File: src/rtl/sup_pkg.sv
// Package: shared encodings for the reset supervisor.
// Assumes: the select and cause codes below are fixed by the requirements.
package sup_pkg;

    // Watchdog period select codes
    typedef enum logic [1:0] {
        WDP_LONG  = 2'b00,
        WDP_MID   = 2'b01,
        WDP_SHORT = 2'b10,
        WDP_OFF   = 2'b11
    } wd_period_e;

    // Reset cause codes
    typedef enum logic [1:0] {
        CAUSE_NONE = 2'b00,
        CAUSE_WDOG = 2'b01,
        CAUSE_LOWV = 2'b10
    } rst_cause_e;

    // Period multipliers applied to the base tick count
    localparam int unsigned MULT_LONG  = 7;
    localparam int unsigned MULT_MID   = 3;
    localparam int unsigned MULT_SHORT = 1;

endpackage

File: src/rtl/sup_wdog_counter.sv
// Module: watchdog tick counter.
// Counts tick enables toward the period chosen by sel.
// Emits a one-cycle expire pulse on the tick that completes the period.
// Assumes: BASE_TICKS >= 2; kick, sel and hold_active are synchronous to clk.
module sup_wdog_counter
    import sup_pkg::*;
#(
    parameter int unsigned BASE_TICKS = 8192
) (
    input  logic       clk,
    input  logic       rst_n,
    input  logic       tick_en,
    input  logic [1:0] sel,
    input  logic       kick,
    input  logic       hold_active,
    output logic       expire
);
    localparam int unsigned CNT_W = $clog2(MULT_LONG * BASE_TICKS + 1);
    localparam logic [CNT_W-1:0] LAST_LONG  = CNT_W'(MULT_LONG * BASE_TICKS - 1);
    localparam logic [CNT_W-1:0] LAST_MID   = CNT_W'(MULT_MID * BASE_TICKS - 1);
    localparam logic [CNT_W-1:0] LAST_SHORT = CNT_W'(MULT_SHORT * BASE_TICKS - 1);

    logic [CNT_W-1:0] cnt_q;
    logic [1:0]       sel_q;
    logic [CNT_W-1:0] last_val;
    logic             sel_chg;
    logic             is_off;
    logic             restart;
    logic             at_last;

    // Remember the previous select so that a change can restart the count
    always_ff @(posedge clk) begin
        if (!rst_n) sel_q <= WDP_LONG;
        else        sel_q <= sel;
    end

    // Decode the terminal count for the selected period
    always_comb begin
        last_val = LAST_LONG;
        is_off   = 1'b0;
        case (sel)
            WDP_LONG:  last_val = LAST_LONG;
            WDP_MID:   last_val = LAST_MID;
            WDP_SHORT: last_val = LAST_SHORT;
            default:   is_off   = 1'b1;
        endcase
    end

    assign sel_chg = (sel != sel_q);
    assign restart = hold_active | kick | sel_chg | is_off;
    assign at_last = (cnt_q == last_val);
    assign expire  = tick_en & at_last & ~restart;

    // Advance the count on ticks; clear it on restart or at the end of a period
    always_ff @(posedge clk) begin
        if (!rst_n)                cnt_q <= '0;
        else if (restart)          cnt_q <= '0;
        else if (tick_en) begin
            if (at_last)           cnt_q <= '0;
            else                   cnt_q <= cnt_q + 1'b1;
        end
    end

    AST_CNT_HELD_IN_RESET: assert property (@(posedge clk) disable iff (!rst_n)
        hold_active |=> (cnt_q == '0));
    AST_KICK_RESTARTS: assert property (@(posedge clk) disable iff (!rst_n)
        kick |=> (cnt_q == '0));
    AST_CNT_IN_RANGE: assert property (@(posedge clk) disable iff (!rst_n)
        cnt_q <= LAST_LONG);

endmodule

File: src/rtl/sup_reset_stretch.sv
// Module: reset pulse stretcher.
// Holds the reset active for HOLD_TICKS tick edges after the last trigger.
// A supply fault keeps the hold count cleared for as long as it lasts.
// Assumes: HOLD_TICKS >= 2; lv_low is already synchronous to clk.
module sup_reset_stretch #(
    parameter int unsigned HOLD_TICKS = 8192
) (
    input  logic clk,
    input  logic rst_n,
    input  logic tick_en,
    input  logic wd_expire,
    input  logic lv_low,
    output logic hold_active
);
    localparam int unsigned HOLD_W = $clog2(HOLD_TICKS);
    localparam logic [HOLD_W-1:0] HOLD_LAST = HOLD_W'(HOLD_TICKS - 1);

    logic [HOLD_W-1:0] hold_q;
    logic              active_q;

    // Start or extend the pulse on a trigger; count it down on ticks otherwise
    always_ff @(posedge clk) begin
        if (!rst_n) begin
            active_q <= 1'b1;
            hold_q   <= '0;
        end else if (lv_low || wd_expire) begin
            active_q <= 1'b1;
            hold_q   <= '0;
        end else if (active_q && tick_en) begin
            if (hold_q == HOLD_LAST) begin
                active_q <= 1'b0;
                hold_q   <= '0;
            end else begin
                hold_q   <= hold_q + 1'b1;
            end
        end
    end

    assign hold_active = active_q;

    AST_RELEASE_AFTER_FULL_HOLD: assert property (@(posedge clk) disable iff (!rst_n)
        $fell(active_q) |-> ($past(hold_q) == HOLD_LAST && !$past(lv_low)));

endmodule

File: src/rtl/sup_cause_reg.sv
// Module: reset cause register.
// Records which trigger fired last. A supply fault wins over a watchdog
// trigger, and any trigger wins over a host clear in the same cycle.
// Assumes: clr is a one-cycle strobe synchronous to clk.
module sup_cause_reg
    import sup_pkg::*;
(
    input  logic       clk,
    input  logic       rst_n,
    input  logic       wd_expire,
    input  logic       lv_low,
    input  logic       clr,
    output logic [1:0] cause
);
    rst_cause_e cause_q;

    // Update the cause code by priority: supply, watchdog, clear
    always_ff @(posedge clk) begin
        if (!rst_n)          cause_q <= CAUSE_NONE;
        else if (lv_low)     cause_q <= CAUSE_LOWV;
        else if (wd_expire)  cause_q <= CAUSE_WDOG;
        else if (clr)        cause_q <= CAUSE_NONE;
    end

    assign cause = cause_q;

endmodule

File: src/rtl/wdt_lv_supervisor.sv
// Module: watchdog and low-voltage reset supervisor (top).
// Joins the watchdog counter, the pulse stretcher and the cause register.
// Output host_rst_n models an open-drain pin: 0 pulls low, 1 releases it.
// Assumes: tick_en pulses at the 32.768 kHz rate; all inputs are synchronous.
module wdt_lv_supervisor
    import sup_pkg::*;
#(
    parameter int unsigned BASE_TICKS = 8192,
    parameter int unsigned HOLD_TICKS = 8192
) (
    input  logic       clk,
    input  logic       rst_n,
    input  logic       tick_en,
    input  logic [1:0] wd_sel,
    input  logic       wd_kick,
    input  logic       lv_low,
    input  logic       cause_clr,
    output logic       host_rst_n,
    output logic [1:0] rst_cause
);
    logic wd_expire;
    logic hold_active;

    sup_wdog_counter #(.BASE_TICKS(BASE_TICKS)) u_wdog (
        .clk         (clk),
        .rst_n       (rst_n),
        .tick_en     (tick_en),
        .sel         (wd_sel),
        .kick        (wd_kick),
        .hold_active (hold_active),
        .expire      (wd_expire)
    );

    sup_reset_stretch #(.HOLD_TICKS(HOLD_TICKS)) u_stretch (
        .clk         (clk),
        .rst_n       (rst_n),
        .tick_en     (tick_en),
        .wd_expire   (wd_expire),
        .lv_low      (lv_low),
        .hold_active (hold_active)
    );

    sup_cause_reg u_cause (
        .clk       (clk),
        .rst_n     (rst_n),
        .wd_expire (wd_expire),
        .lv_low    (lv_low),
        .clr       (cause_clr),
        .cause     (rst_cause)
    );

    assign host_rst_n = ~hold_active;

    AST_LV_PULLS_LOW: assert property (@(posedge clk) disable iff (!rst_n)
        lv_low |=> !host_rst_n);
    AST_LV_CAUSE: assert property (@(posedge clk) disable iff (!rst_n)
        lv_low |=> (rst_cause == CAUSE_LOWV));
    AST_OFF_STAYS_RELEASED: assert property (@(posedge clk) disable iff (!rst_n)
        (host_rst_n && !lv_low && wd_sel == WDP_OFF) |=> host_rst_n);
    AST_WD_FALL_CAUSE: assert property (@(posedge clk) disable iff (!rst_n)
        ($fell(host_rst_n) && !$past(lv_low)) |-> (rst_cause == CAUSE_WDOG));

endmodule

File: config.mk
export PLATFORM = sky130hd
export DESIGN_NAME = wdt_lv_supervisor
export DESIGN_NICKNAME = d
export VERILOG_FILES = /design/src/rtl/sup_pkg.sv /design/src/rtl/sup_wdog_counter.sv /design/src/rtl/sup_reset_stretch.sv /design/src/rtl/sup_cause_reg.sv /design/src/rtl/wdt_lv_supervisor.sv
export SDC_FILE = /design/constraint.sdc
export NUM_CORES = 1
export LEC_CHECK = 0
export BUFFER_PORTS_ARGS = -buffer_cell sky130_fd_sc_hd__buf_4
export CORE_ASPECT_RATIO = 0.6
export CORE_MARGIN = 4
export CORE_UTILIZATION = 45
export DETAILED_ROUTE_END_ITERATION = 7
export GPL_TIMING_DRIVEN = 0
export PLACE_DENSITY_LB_ADDON = 0.05
export SLEW_MARGIN = 20
export SYNTH_ARGS = -nofsm -noshare
export SYNTH_HDL_FRONTEND = slang
export SYNTH_HIERARCHICAL = 1
export SYNTH_SLANG_ARGS = --single-unit
File: constraint.sdc
create_clock -name clk -period 3.2 [get_ports clk]
set_input_delay 0.48 -clock clk [delete_from_list [all_inputs] [get_ports clk]]
set_output_delay 0.48 -clock clk [all_outputs]
set_load 0.1 [all_outputs]
==> reports/metrics.csv <==
metric;value;unit
power;0.0008576;W
rsz0062_at_grt;no;
clock_path_buffers;2;
grt_max_degree;12;
track_usage;0.1582;
synthArstFlopShare;0;
drc;0;
swShare;0.2166;
diodes;0;
grt_pass1_vias;1298;
max_slew_margin;0.7415;
gr-total-overflow;0;
cts_setup_buffers;0;
arrival;2.40;ns
start_util;0.4923;
netlist_instances;179;
wirelength;3341;um
drv_slew;0;
maxCapViolCount;0;
min_from;rst_n;
internal_power;0.0006718;W
syn_area_per_cell;9.360;um2
switching_power;0.0001857;W
pwr-share-clk;0.452;
power_frac_seq;0.499;
dieArea;4795;um2
rows;16;
area_growth;14.34;%
hp-class;input pin to flip-flop;
cts_sinks;34;
hold_end;u_stretch/hold_active;
status;complete, no violations;
dieHeight;55.27;um
whs_path_depth;2;
die_x;86.77;um
avgViaCountPerCell;5.401;
leakage;0.6530;nW
cts_tree;yes;
antenna_found_initial;0;
syn_area;1675;um2
holdBufCountCts;0;
hpwl;2446;um
grt_pass1_wl;6127;um
clk_pin_slew;0.08;ns
wl_per_cell;13.81;um
combPwrFrac;0.049;
io_pins;11;
worst_slack;1.017;ns
tns;0;ns
dpl_worst_slack;0.8296;ns
max_freq;458.1;MHz
ys_ff_latch;34;
nets;208;
dr.pass1.iters;4;
synth_ff_type;dfxtp_1;
clock_skew;0.01267;ns
cts-buffers-inserted;5;
synthesis.nets;191;
root_buffer;clkbuf_8;
worstReg2RegEnd;u_stretch/hold_q[3];
crit_type;flip-flop to flip-flop;
seq_area_frac_synth;0.4063;
utilization;0.5629;
synth_edf_count;0;
yosysWarnings;6;
core;3403;um2
start_kind;flip-flop;
reg2reg_from;u_wdog/cnt_q[0];
ir_worst_vdd;0.2207;mV
drive_above_1_share;0.2132;
cp_data_required_time;3.41;ns
setup_viol;0;
io_buffers;10;
clk_latency;0.28;ns
r2r_slack;1.02;ns
ff2ff_path_depth;11;
gp_congestion;0.8155;
hold_viol_final;0;
cts_htree_levels;2;
cp-startpoint;u_wdog/cnt_q[0];
cts.repair.resized;0;
drt-initial-drc-count;66;
num_vias;1307;
end_kind;flip-flop;
tightest_slew;0.3865;ns
p_per_area;447.7;nW/um2
ant_nets;0;
fin_crit_sh;0.6822;
min_period;2.183;ns
synthDistinctLibCells;37;
worst-path-max-fanout;9;
==> critical path, cell delays in order, from the launching register on <==
cell and delay [ns]:
dfxtp_1 0.34, ha_1 0.22, and3_1 0.17, buf_2 0.16
nand2_2 0.11, nor4_1 0.06, and2_1 0.19, nor2_1 0.19
nand2_1 0.19, a41o_1 0.26, buf_6 0.14, nor2_1 0.10
==> power groups by stage <==
stage          registers (W)   logic, W  clock network [W]
3_5_place_dp        0.000438  0.0000414                  0
6_report            0.000428  0.0000419           0.000388
3_3_place_gp        0.000437  0.0000404                  0
5_1_grt             0.000428  0.0000461           0.000418
4_1_cts             0.000428  0.0000418           0.000401
2_1_floorplan       0.000443  0.0000194                  0
==> sequential cells by signal, summed over array words and instances, names as in the netlist <==
name / flops
u_wdog/cnt_q: 16
u_stretch/hold_q: 13
u_cause/cause: 2
u_wdog/sel_q: 2
u_stretch/hold_active: 1
==> placed cells by master, fill, tap and decap left out, drive strengths merged, types with 4 or more instances in the layout <==
cell    count
and2        4
nand3       7
nor2       29
xnor2      18
a21oi       4
inv         5
nor4        7
nand2      15
buf        13
nor3        7
xor2       11
and3        4
ha          4
clkbuf      5
dfxtp      34
nand4      10
==> kinds of logic (layout without fill, tap and decap cells) <==
family | Yosys count | after routing | share of synthesized area
XOR/XNOR | 29 | 29 | 0.1516
AO/OA/AOI/OAI | 12 | 12 | 0.06274
multiplexers | 1 | 1 | 0.005975
adder cells (fa/ha/maj) | 4 | 4 | 0.02987
flip-flops | 34 | 34 | 0.4063
AND/OR/NAND/NOR | 91 | 91 | 0.3159
buffers and inverters | 8 | 26 | 0.02763
==> cell type report <==
type                    count  area, um2
multi-input cells         137      948.4
flip-flops and latches     34      680.7
well taps                  45      56.30
repair buffers             10      75.07
fillers                   319       1488
plain buffers               3      27.53
clock inverters             3      40.04
clock buffers               5      68.82
inverters                   5      18.77
==> metrics by stage <==
step | instance area [um2] | instances | hold slack, ns
2_1_floorplan | 1675 | 179 | 0.4620
3_3_place_gp | 1807 | 234 | 0.4812
3_5_place_dp | 1807 | 234 | 0.4957
4_1_cts | 1916 | 242 | 0.4212
5_1_grt | 1916 | 242 | 0.4365
6_report | 1916 | 242 | 0.4233
==> cell usage after synthesis (2+ instances only) <==
cell type / count / area (um2)
and3_1: 3 / 18.77
nand4_1: 9 / 56.30
nand2_1: 14 / 52.55
nor2_1: 17 / 63.81
nor4_1: 7 / 43.79
nand3_2: 2 / 20.02
buf_6: 2 / 22.52
xor2_1: 11 / 96.34
nor2_2: 12 / 75.07
nand3_1: 5 / 25.02
xnor2_1: 18 / 157.7
ha_1: 4 / 50.05
nor3_1: 6 / 30.03
inv_1: 5 / 18.77
or3_1: 2 / 12.51
dfxtp_1: 34 / 680.7
and4_1: 2 / 17.52
and2_1: 4 / 25.02
a21oi_1: 4 / 20.02
==> layer usage <==
metal	global-route usage	vias up	share of wire
li1	-	661	-
met1	0.2407	614	0.54
met2	0.2102	25	0.39
met3	0.05201	7	0.058
met4	0.04000	0	0.0096
met5	0	-	0
==> worst max-delay path by stage <==
| stage | slack (ns) | cells past startpoint | endpoint |
|---|---|---|---|
| 6_report | 1.02 | 11 | u_stretch/hold_q[3] |
| 5_1_grt | 0.78 | 11 | u_stretch/hold_q[3] |
| 4_1_cts | 1.04 | 11 | u_stretch/hold_q[3] |
| 3_5_place_dp | 0.83 | 12 | u_stretch/hold_q[3] |
| 3_3_place_gp | 0.85 | 12 | u_stretch/hold_q[2] |
| 2_1_floorplan | 1.21 | 11 | u_stretch/hold_q[10] |
Note: power is estimated with default switching activity, not from simulation.
